$ cat src/rtl/nws_sram_pkg.sv
`timescale 1ns/1ps
package nws_sram_pkg;
  typedef enum logic [1:0] {OP_IDLE = 2'd0, OP_READ = 2'd1, OP_WRITE = 2'd2} op_e;

  // burst word k from a starting offset; ilv selects xor order
  function automatic logic [1:0] burst_lsb(logic [1:0] start, logic [1:0] k, logic ilv);
    return ilv ? (start ^ k) : (start + k);
  endfunction
endpackage

$ cat src/rtl/nws_sram_ctrl.sv
`timescale 1ns/1ps
module nws_sram_ctrl
  import nws_sram_pkg::*;
#(
  parameter int ADDR_W = 6,
  parameter int LANES  = 4
) (
  input  logic              clk_i,
  input  logic              rst_ni,
  input  logic              take_i,
  input  logic              sleep_i,
  input  logic              adv_i,
  input  logic              we_ni,
  input  logic [LANES-1:0]  bw_ni,
  input  logic              ce1_ni,
  input  logic              ce2_i,
  input  logic              ce3_ni,
  input  logic              mode_i,
  input  logic [ADDR_W-1:0] addr_i,
  output op_e               op_o,
  output logic [ADDR_W-1:0] addr_o,
  output logic [LANES-1:0]  bw_o,
  output logic              asleep_o
);
  logic [1:0]        slp_q;
  logic              act_q;
  logic [1:0]        start_q, cnt_q, cnt_nx;
  op_e               op_q;
  logic [ADDR_W-1:0] addr_q;
  logic [LANES-1:0]  bw_q;
  logic              sel;

  assign sel    = ~ce1_ni & ce2_i & ~ce3_ni;
  assign cnt_nx = cnt_q + 2'd1;

  // sleep sequencer counts every edge, independent of clock enable
  always_ff @(posedge clk_i or negedge rst_ni) begin
    if (!rst_ni) slp_q <= 2'b00;
    else         slp_q <= {slp_q[0], sleep_i};
  end

  always_ff @(posedge clk_i or negedge rst_ni) begin
    if (!rst_ni) begin
      act_q   <= 1'b0;
      op_q    <= OP_IDLE;
      start_q <= 2'd0;
      cnt_q   <= 2'd0;
      addr_q  <= '0;
      bw_q    <= '1;
    end else if (take_i) begin
      if (slp_q[1]) begin
        act_q <= 1'b0;
        op_q  <= OP_IDLE;
      end else if (!adv_i) begin
        act_q   <= sel;
        op_q    <= !sel ? OP_IDLE : (we_ni ? OP_READ : OP_WRITE);
        start_q <= addr_i[1:0];
        cnt_q   <= 2'd0;
        addr_q  <= addr_i;
        bw_q    <= bw_ni;
      end else if (act_q) begin
        cnt_q       <= cnt_nx;
        addr_q[1:0] <= burst_lsb(start_q, cnt_nx, mode_i);
        bw_q        <= bw_ni;
      end else begin
        op_q <= OP_IDLE;
      end
    end
  end

  assign op_o     = op_q;
  assign addr_o   = addr_q;
  assign bw_o     = bw_q;
  assign asleep_o = slp_q[1];

  AST_DESEL_STAYS: assert property (@(posedge clk_i) disable iff (!rst_ni)
    (take_i && adv_i && op_q == OP_IDLE) |=> op_q == OP_IDLE);
  AST_BURST_UPPER: assert property (@(posedge clk_i) disable iff (!rst_ni)
    (take_i && !slp_q[1] && adv_i && op_q != OP_IDLE) |=>
      (addr_q[ADDR_W-1:2] == $past(addr_q[ADDR_W-1:2]) && op_q == $past(op_q)));
  AST_LINEAR_STEP: assert property (@(posedge clk_i) disable iff (!rst_ni)
    (take_i && !slp_q[1] && adv_i && op_q != OP_IDLE && !mode_i) |=>
      addr_q[1:0] == $past(addr_q[1:0]) + 2'd1);
  AST_UNSELECTED: assert property (@(posedge clk_i) disable iff (!rst_ni)
    (take_i && !slp_q[1] && !adv_i && (ce1_ni || !ce2_i || ce3_ni)) |=> op_q == OP_IDLE);
  AST_CMD_FREEZE: assert property (@(posedge clk_i) disable iff (!rst_ni)
    !take_i |=> ($stable(op_q) && $stable(addr_q) && $stable(bw_q)));
  AST_SLEEP_DROP: assert property (@(posedge clk_i) disable iff (!rst_ni)
    (take_i && slp_q[1]) |=> op_q == OP_IDLE);
endmodule

$ cat src/rtl/nws_sram_pipe.sv
`timescale 1ns/1ps
module nws_sram_pipe
  import nws_sram_pkg::*;
#(
  parameter int ADDR_W = 6,
  parameter int LANES  = 4
) (
  input  logic              clk_i,
  input  logic              rst_ni,
  input  logic              take_i,
  input  op_e               op_i,
  input  logic [ADDR_W-1:0] addr_i,
  input  logic [LANES-1:0]  bw_i,
  output logic              wr_en_o,
  output logic              rd_en_o,
  output logic [ADDR_W-1:0] addr_o,
  output logic [LANES-1:0]  bw_o,
  output logic              rvalid_o
);
  op_e               op_q;
  logic [ADDR_W-1:0] addr_q;
  logic [LANES-1:0]  bw_q;
  logic              rvalid_q;

  always_ff @(posedge clk_i or negedge rst_ni) begin
    if (!rst_ni) begin
      op_q     <= OP_IDLE;
      addr_q   <= '0;
      bw_q     <= '1;
      rvalid_q <= 1'b0;
    end else if (take_i) begin
      op_q     <= op_i;
      addr_q   <= addr_i;
      bw_q     <= bw_i;
      rvalid_q <= (op_q == OP_READ);
    end
  end

  // stage-2 commit: writes and reads touch the array in the same stage
  assign wr_en_o  = take_i && (op_q == OP_WRITE);
  assign rd_en_o  = take_i && (op_q == OP_READ);
  assign addr_o   = addr_q;
  assign bw_o     = bw_q;
  assign rvalid_o = rvalid_q;

  AST_PIPE_FREEZE: assert property (@(posedge clk_i) disable iff (!rst_ni)
    !take_i |=> ($stable(rvalid_q) && $stable(op_q) && $stable(addr_q)));
  AST_READ_FLAG: assert property (@(posedge clk_i) disable iff (!rst_ni)
    (take_i && op_q == OP_WRITE) |=> !rvalid_q);
endmodule

$ cat src/rtl/nws_sram_array.sv
`timescale 1ns/1ps
module nws_sram_array #(
  parameter int ADDR_W = 6,
  parameter int LANES  = 4,
  parameter int LANE_W = 9
) (
  input  logic                    clk_i,
  input  logic                    rst_ni,
  input  logic                    wr_en_i,
  input  logic                    rd_en_i,
  input  logic [ADDR_W-1:0]       addr_i,
  input  logic [LANES-1:0]        bw_ni,
  input  logic [LANES*LANE_W-1:0] wdata_i,
  output logic [LANES*LANE_W-1:0] rdata_o
);
  localparam int DATA_W = LANES * LANE_W;
  localparam int DEPTH  = 1 << ADDR_W;

  logic [DATA_W-1:0] mem_q [DEPTH];
  logic [DATA_W-1:0] rdata_q;
  logic [DATA_W-1:0] lane_mask;

  for (genvar l = 0; l < LANES; l++) begin : g_lane
    assign lane_mask[l*LANE_W +: LANE_W] = {LANE_W{~bw_ni[l]}};
  end

  always_ff @(posedge clk_i or negedge rst_ni) begin
    if (!rst_ni) begin
      for (int i = 0; i < DEPTH; i++) mem_q[i] <= '0;
      rdata_q <= '0;
    end else begin
      if (wr_en_i) mem_q[addr_i] <= (mem_q[addr_i] & ~lane_mask) | (wdata_i & lane_mask);
      if (rd_en_i) rdata_q <= mem_q[addr_i];
    end
  end

  assign rdata_o = rdata_q;

  AST_ONE_PORT_USE: assert property (@(posedge clk_i) disable iff (!rst_ni)
    !(wr_en_i && rd_en_i));
endmodule

$ cat src/rtl/nws_sram.sv
`timescale 1ns/1ps
module nws_sram
  import nws_sram_pkg::*;
#(
  parameter int ADDR_W = 6,
  parameter int LANES  = 4,
  parameter int LANE_W = 9
) (
  input  logic                    clk_i,
  input  logic                    rst_ni,
  input  logic [ADDR_W-1:0]       addr_i,
  input  logic                    adv_i,
  input  logic                    we_ni,
  input  logic [LANES-1:0]        bw_ni,
  input  logic                    ce1_ni,
  input  logic                    ce2_i,
  input  logic                    ce3_ni,
  input  logic                    cke_ni,
  input  logic                    oe_ni,
  input  logic                    sleep_i,
  input  logic                    mode_i,
  input  logic [LANES*LANE_W-1:0] wdata_i,
  output logic [LANES*LANE_W-1:0] rdata_o,
  output logic                    rvalid_o
);
  logic              take;
  logic              asleep;
  op_e               s1_op;
  logic [ADDR_W-1:0] s1_addr, s2_addr;
  logic [LANES-1:0]  s1_bw, s2_bw;
  logic              wr_en, rd_en, rvalid_q;

  assign take = ~cke_ni;

  nws_sram_ctrl #(.ADDR_W(ADDR_W), .LANES(LANES)) u_ctrl (
    .clk_i, .rst_ni, .take_i(take), .sleep_i, .adv_i, .we_ni, .bw_ni,
    .ce1_ni, .ce2_i, .ce3_ni, .mode_i, .addr_i,
    .op_o(s1_op), .addr_o(s1_addr), .bw_o(s1_bw), .asleep_o(asleep)
  );

  nws_sram_pipe #(.ADDR_W(ADDR_W), .LANES(LANES)) u_pipe (
    .clk_i, .rst_ni, .take_i(take), .op_i(s1_op), .addr_i(s1_addr), .bw_i(s1_bw),
    .wr_en_o(wr_en), .rd_en_o(rd_en), .addr_o(s2_addr), .bw_o(s2_bw), .rvalid_o(rvalid_q)
  );

  nws_sram_array #(.ADDR_W(ADDR_W), .LANES(LANES), .LANE_W(LANE_W)) u_array (
    .clk_i, .rst_ni, .wr_en_i(wr_en), .rd_en_i(rd_en), .addr_i(s2_addr),
    .bw_ni(s2_bw), .wdata_i, .rdata_o
  );

  // output enable acts combinationally; sleep blanks the bus
  assign rvalid_o = rvalid_q & ~oe_ni & ~asleep;

  AST_FROZEN_DATA: assert property (@(posedge clk_i) disable iff (!rst_ni)
    cke_ni |=> $stable(rdata_o));
endmodule

$ cat config.mk
export PLATFORM = sky130hd
export DESIGN_NAME = nws_sram
export DESIGN_NICKNAME = d
export VERILOG_FILES = /design/src/rtl/nws_sram_pkg.sv /design/src/rtl/nws_sram_ctrl.sv /design/src/rtl/nws_sram_pipe.sv /design/src/rtl/nws_sram_array.sv /design/src/rtl/nws_sram.sv
export SDC_FILE = /design/constraint.sdc
export NUM_CORES = 2
export LEC_CHECK = 0
export BUFFER_PORTS_ARGS = -buffer_cell sky130_fd_sc_hd__buf_4
export CORE_MARGIN = 10
export CORE_UTILIZATION = 30
export DETAILED_ROUTE_END_ITERATION = 10
export GPL_TIMING_DRIVEN = 0
export PLACE_DENSITY_LB_ADDON = 0.08
export REMOVE_ABC_BUFFERS = 1
export SYNTH_ARGS = -nofsm -noshare
export SYNTH_HDL_FRONTEND = slang
export SYNTH_SLANG_ARGS = --single-unit
$ cat constraint.sdc
create_clock -name clk_i -period 3.2 [get_ports clk_i]
set_clock_uncertainty 0.15 [all_clocks]
set_input_delay 0.64 -clock clk_i [delete_from_list [all_inputs] [get_ports clk_i]]
set_output_delay 0.64 -clock clk_i [all_outputs]
set_load 0.01 [all_outputs]
======== Word level (Yosys, flattened, before mapping) ========
Index checks and enable logic that the tools add are counted.
word-level totals
  word-level logic and storage cells ...... 133
  output and inout port bits .............. 37
  bits of input ports ..................... 57
  register bits ........................... 2,372
operators by class
  bitwise gates (word level) .............. 20
  add/sub/neg operators ................... 2
  mux-type cells .......................... 20
  equal/unequal tests ..................... 5
  reductions and logical operators ........ 7
  magnitude comparators ................... 2
operators by type and width
  cell                                                         number
  bitwise mux 2304 bit                                         1
  binary-select mux 36 bit (select 6 bit)                      1
  demux 36 bit (select 6 bit)                                  1
  2-to-1 mux 36 bit                                            3
  AND 36 bit                                                   2
  NOT 36 bit                                                   1
  bitwise OR 36 bit                                            1
  2-to-1 mux 2 bit                                             10
  NOT 1 bit                                                    10
  2-to-1 mux 4 bit                                             2
  greater-or-equal comparator 7 bit (second input constant)    1
  less-than comparator 7 x 1 -> 1 bit (second input constant)  1
  NOT 6 -> 7 bit                                               1
  AND reduction 3 bit                                          2
  AND 1 bit                                                    4
  != test 2 x 1 -> 1 bit (second input constant)               2
  AND reduction 2 bit                                          2
  logical AND 1 bit                                            3
  != test 3 x 2 -> 1 bit (second input constant)               1
  adder 2 x 1 -> 2 bit (second input constant)                 1
  adder 2 bit                                                  1
  == test 2 x 1 -> 1 bit (second input constant)               1
  == test 2 bit (second input constant)                        1
  2-to-1 mux 1 bit                                             2
  XOR 2 bit                                                    1

======== Longest topological paths before layout ========
  depth in word-level cells ............... 7
  mapped depth ............................ 14
  gate-level depth less buffers ........... 8

======== Modules after synthesis ========
Synthesis repeated with hierarchy kept, for this count alone.
unflattened totals
  cell total of the unflattened synthesis .. 10,693
  area total of the unflattened synthesis .. 104,201.2 um2
modules (own cells, without submodules)
  module          times used  sequential area each (um2)  cells an instance  area each (um2)
  nws_sram_array  1           58,556.2                    10,597             102,758.6
  nws_sram_ctrl   1           480.5                       62                 870.8
  nws_sram_pipe   1           330.3                       32                 555.5
  nws_sram        1           0.0                         2                  16.3

======== Worst setup path after synthesis ========
Ideal clock, no wire load.
  kind .................................... register to register
  start point ............................. register u_pipe.addr_q[2], in the netlist u_pipe.addr_o[2]
  end point ............................... register u_array.mem_q[1025] (netlist name)
  cell stages (with the launch flop) ...... 13
  setup time .............................. 133 ps
  path slack .............................. 175 ps
  data required time ...................... 2,917 ps
  clock period less this slack ............ 3,025 ps
  path buffers ............................ 5
  arrival time ............................ 2,742 ps
  cells stage by stage .................... dfrtp_1 > buf_6 > buf_6 > buf_4 > clkbuf_1 > mux2_2 > a221oi_1 > o22ai_1 > a221oi_1 > nand4_1 > o21ai_1 > clkbuf_1 > o21ai_0
between the ends
  cells in the longest elaborated chain, start to end .. 7
  elaborated cells between the ends (all ways) .. 12
  classes of those cells .................. order compare: 2; mux: 6; bitwise: 3; reduce/logical: 1
RTL lines
  what                                                   line                  text
  from (decl)                                            nws_sram_pipe.sv:21   logic [ADDR_W-1:0] addr_q;
  from (signal assigned)                                 nws_sram_pipe.sv:33   addr_q <= addr_i;
  NOT 6 -> 7 bit (*)                                     nws_sram_array.sv:32  if (wr_en_i) mem_q[addr_i] <= (mem_q[addr_i] & ~lane_mask) | (wdata_i & lane_mask);
  binary-select mux 36 bit (select 6 bit)                nws_sram_array.sv:32
  2-to-1 mux 36 bit (not written as such) (2 in series)  nws_sram_array.sv:32
  AND 36 bit                                             nws_sram_array.sv:32
  bitwise OR 36 bit                                      nws_sram_array.sv:32
  bitwise mux 2304 bit (*)                               nws_sram_array.sv:32
  to (signal, indexed assignment)                        nws_sram_array.sv:32
  to (decl)                                              nws_sram_array.sv:19  logic [DATA_W-1:0] mem_q [DEPTH];
Mark *: on every way between the ends. The rest lies on a longest branch, timed or not. The select of a mux whose other input is x is not followed.
A chain may end at the register's enable or synchronous reset.

======== Worst setup path in the final report ========
  start point ............................. register u_pipe.addr_q[1], in the netlist u_pipe.addr_o[1]
  end point ............................... register u_array.mem_q[444] (netlist name)
Same word-level chain as after synthesis.

==> qor.yml <==
rows: 215
grt-ovfl-total: 0
min_period_ps: 4030
cp-end-kind: "flop"
grtUsageMet3_pct: 4.76
max-clock-path-buffers: 4
grt_setup_unrepaired: "yes"
antenna_found_initial: 27
drt_iter0_drc: 9299
grt_use_met2_pct: 40.3
relSlewSlack_pct: 15.5
cts.htree.levels: 5
finalHoldViolations: 442
crit_arrival_ps: 4650
synth_top_area_share_pct: 57.0
multiInputGateArea_um2: 42600
insertion_delay_ps: 920
place_ws_ps: -3570
synthArstFlopShare_pct: 100
start_util_pct: 30.2
synth_top_cell_by_area: "dfrtp_1"
hpwlAfterDp_um: 274000
drc: 0
setup_violations: 2541
cts_buffers: 283
synthFlopType: "dfrtp_1"
nets: 10653
die_h_um: 608
netlist_area_um2: 104000
totalPowerFinal_mw: 93.0
first_pass_iters: 6
via_count: 86591
finalWorstSetupSlack_ps: -833
period_share_pct: 126
max_freq_mhz: 248
netlist_instances: 10582
grt_max_degree: 175
drive_gt1_share_pct: 18.0
synth-edff-count: 0
worst-path-max-fanout: 27
report.final.slew_viol_count: 0
hp-class: "in2async"
grt_pass1_wl_um: 694000
die_x_um: 608
r2r_start: "u_pipe.addr_o[1]"
synth.most_common_cell: "nand2_1"
worstMarginPinSlew_ps: 1270
critPathLaunch: "u_pipe.addr_o[1]"
powerDensity_nw_per_um2: 714
path_class: "reg2reg"
use_met1_pct: 36.2
cts-root-buf: "clkbuf_16"
grt_pass1_vias: 85539
yosysWarningCount: 0
status: "finished, violations left"
syn2layout_area_growth_pct: 25.4
ir_drop_mv: 0.583
fill_cells: 33713
cp.required_ps: 3810
top_level_ports: 94
dpl_cell_area_um2: 113000
top_usage_layer: "met2"
seq_area_frac_synth_pct: 57.2
grtUsageTotal_pct: 26.0
final_cell_area_um2: 130000
ff_latch_area_um2: 59400
p_leak_nw: 56.3
avgSynthCellArea_um2: 9.81
synth.top_cells.by_count: "nand2_1 (2,489), dfrtp_1 (2,364), o21ai_0 (2,351), clkbuf_1 (804), a221oi_1 (449)"
ctsHoldBuffers: 25
ys_types: 75
core_um2: 344000
wl_per_cell_um: 32.3
vias_per_cell: 5.64
portBuffers: 93
drtAntennaViolNets: 0
ys_top_cells_by_area: "dfrtp_1 (57%), o21ai_0 (11%), nand2_1 (9.0%)"
tritoncts: "built"
holdWs_ps: -334
clkTransAtPathRegs_ps: 60
routabilityCongestion: 0.712
cts.sinks: 2372
die-area_um2: 370000
cp-start-kind: "flop"
cap_violations: 0
wirelength_um: 496000
synth_seq_cells: 2372
violations: "negative hold slack, negative setup slack"
[area by class of cell]
| cell class | count | area share (%) |
|---|---|---|
| sequential | 2372 | 45.6 |
| multi-input combinational | 7129 | 32.7 |
| timing repair buffer | 798 | 10.3 |
| clock inverter | 54 | 0.404 |
| timing repair inverter | 1 | 0.00673 |
| clock buffer | 434 | 6.53 |
| tap | 4557 | 4.38 |
| inverter | 10 | 0.0673 |
| antenna | 7 | 0.0135 |
[worst paths after layout]
| kind | end | cells after the start | slack, ps |
|---|---|---|---|
| setup / recovery | u_array.mem_q[444] | 17 | -830 |
| hold / removal | u_array.mem_q[250] | 2 | -330 |
| setup reg to reg | u_array.mem_q[444] | 17 | -830 |
| hold reg to reg | u_ctrl.slp_q[1] | 0 | 200 |
| max in group asynchronous | u_pipe.addr_o[1] | 6 | -300 |
| min in group clk_i | u_array.mem_q[728] | 3 | 20 |
[cells by family after synthesis]
group | Yosys count | synth area share (%)
AO/OA/AOI/OAI | 3688 | 21.4
AND/OR/NAND/NOR | 3053 | 12.2
flip-flops | 2372 | 57.2
buffers and inverters | 1110 | 4.71
multiplexers | 355 | 4.45
XOR/XNOR | 3 | 0.0253
adder cells (fa/ha/maj) | 1 | 0.0121
[flip-flops by register name, summed over array words and instances (netlist names)]
name and count:
u_array.mem_q 2304, u_array.rdata_o 36, u_ctrl.act_q 1, u_ctrl.addr_o 6, u_ctrl.bw_o 4, u_ctrl.cnt_q 2, u_ctrl.op_o 2, u_ctrl.slp_q 2
u_ctrl.start_q 2, u_pipe.addr_o 6, u_pipe.bw_o 4, u_pipe.op_q 2, u_pipe.rvalid_o 1
[per-layer routing]
metal,vias to the layer above,share of wire (%)
met5,-,0.0046
met4,4,4.2
met3,863,7.1
met2,3435,44
met1,44635,44
li1,37654,-
[cell usage in the layout, fill, tap and decap left out, types with 21 or more instances in the layout]
cell type,synthesis,routed
buf_4,23,302
nor3b_1,32,28
clkbuf_1,804,81
o22ai_1,130,119
buf_16,0,201
a221oi_2,0,47
a221oi_1,449,388
o21ai_0,2351,2196
o22ai_4,0,21
clkinv_2,0,35
o221ai_1,29,29
mux2_2,185,185
nand3_1,61,58
clkbuf_16,0,300
and3b_1,27,24
a22oi_1,276,267
nand2_4,0,61
mux2i_1,103,93
o21ai_2,63,141
o21ai_1,17,87
buf_12,0,135
dlygate4sd3_1,0,23
nor3_1,46,33
or3b_2,39,38
dfrtp_1,2364,2358
clkbuf_8,0,56
buf_6,64,70
nand4_1,36,36
nand3b_1,85,85
nor2_1,152,138
nand2_1,2489,2423
a21oi_1,144,138
and3_1,33,32
bufbuf_16,0,46
mux4_2,67,67
[stage by stage]
stage                     util (%)   TNS, ps  hold slack [ps]  instances
after floorplan                  -         -              181       9482
after global placement        30.6         -              185      14132
after detailed placement      32.9  -7532770              188      14428
after CTS                     37.6  -1550840             -313      15329
after global routing          37.9  -1970970             -270      15357
final                         37.9  -1543520             -334      15362
[power breakdown]
| group | switching [mW] | internal, mW |
|---|---|---|
| clock | 13.4 | 18.9 |
| combinational | 18.5 | 10.7 |
| sequential | 0.813 | 30.6 |
[repair_timing]
item	CTS	global route
buffers inserted	280	25
endpoints found under the hold margin	103	401
cloned	109	6
pin swaps	143	95
resized for setup	398	185
setup endpoints to repair	3178	3129
[critical path: stages, from the launching register on]
cell and delay (ps):
dfrtp_4 510, buf_16 140, buf_16 130, buf_16 140, buf_16 140, buf_16 130, and2_4 190, buf_12 170
buf_12 130, buf_16 150, a221oi_4 310, o22ai_2 120, a221oi_2 370, o2111ai_2 260, mux2i_4 340, buf_16 170
buf_16 160, o21ai_0 110
(Power assumes the default switching activity.)
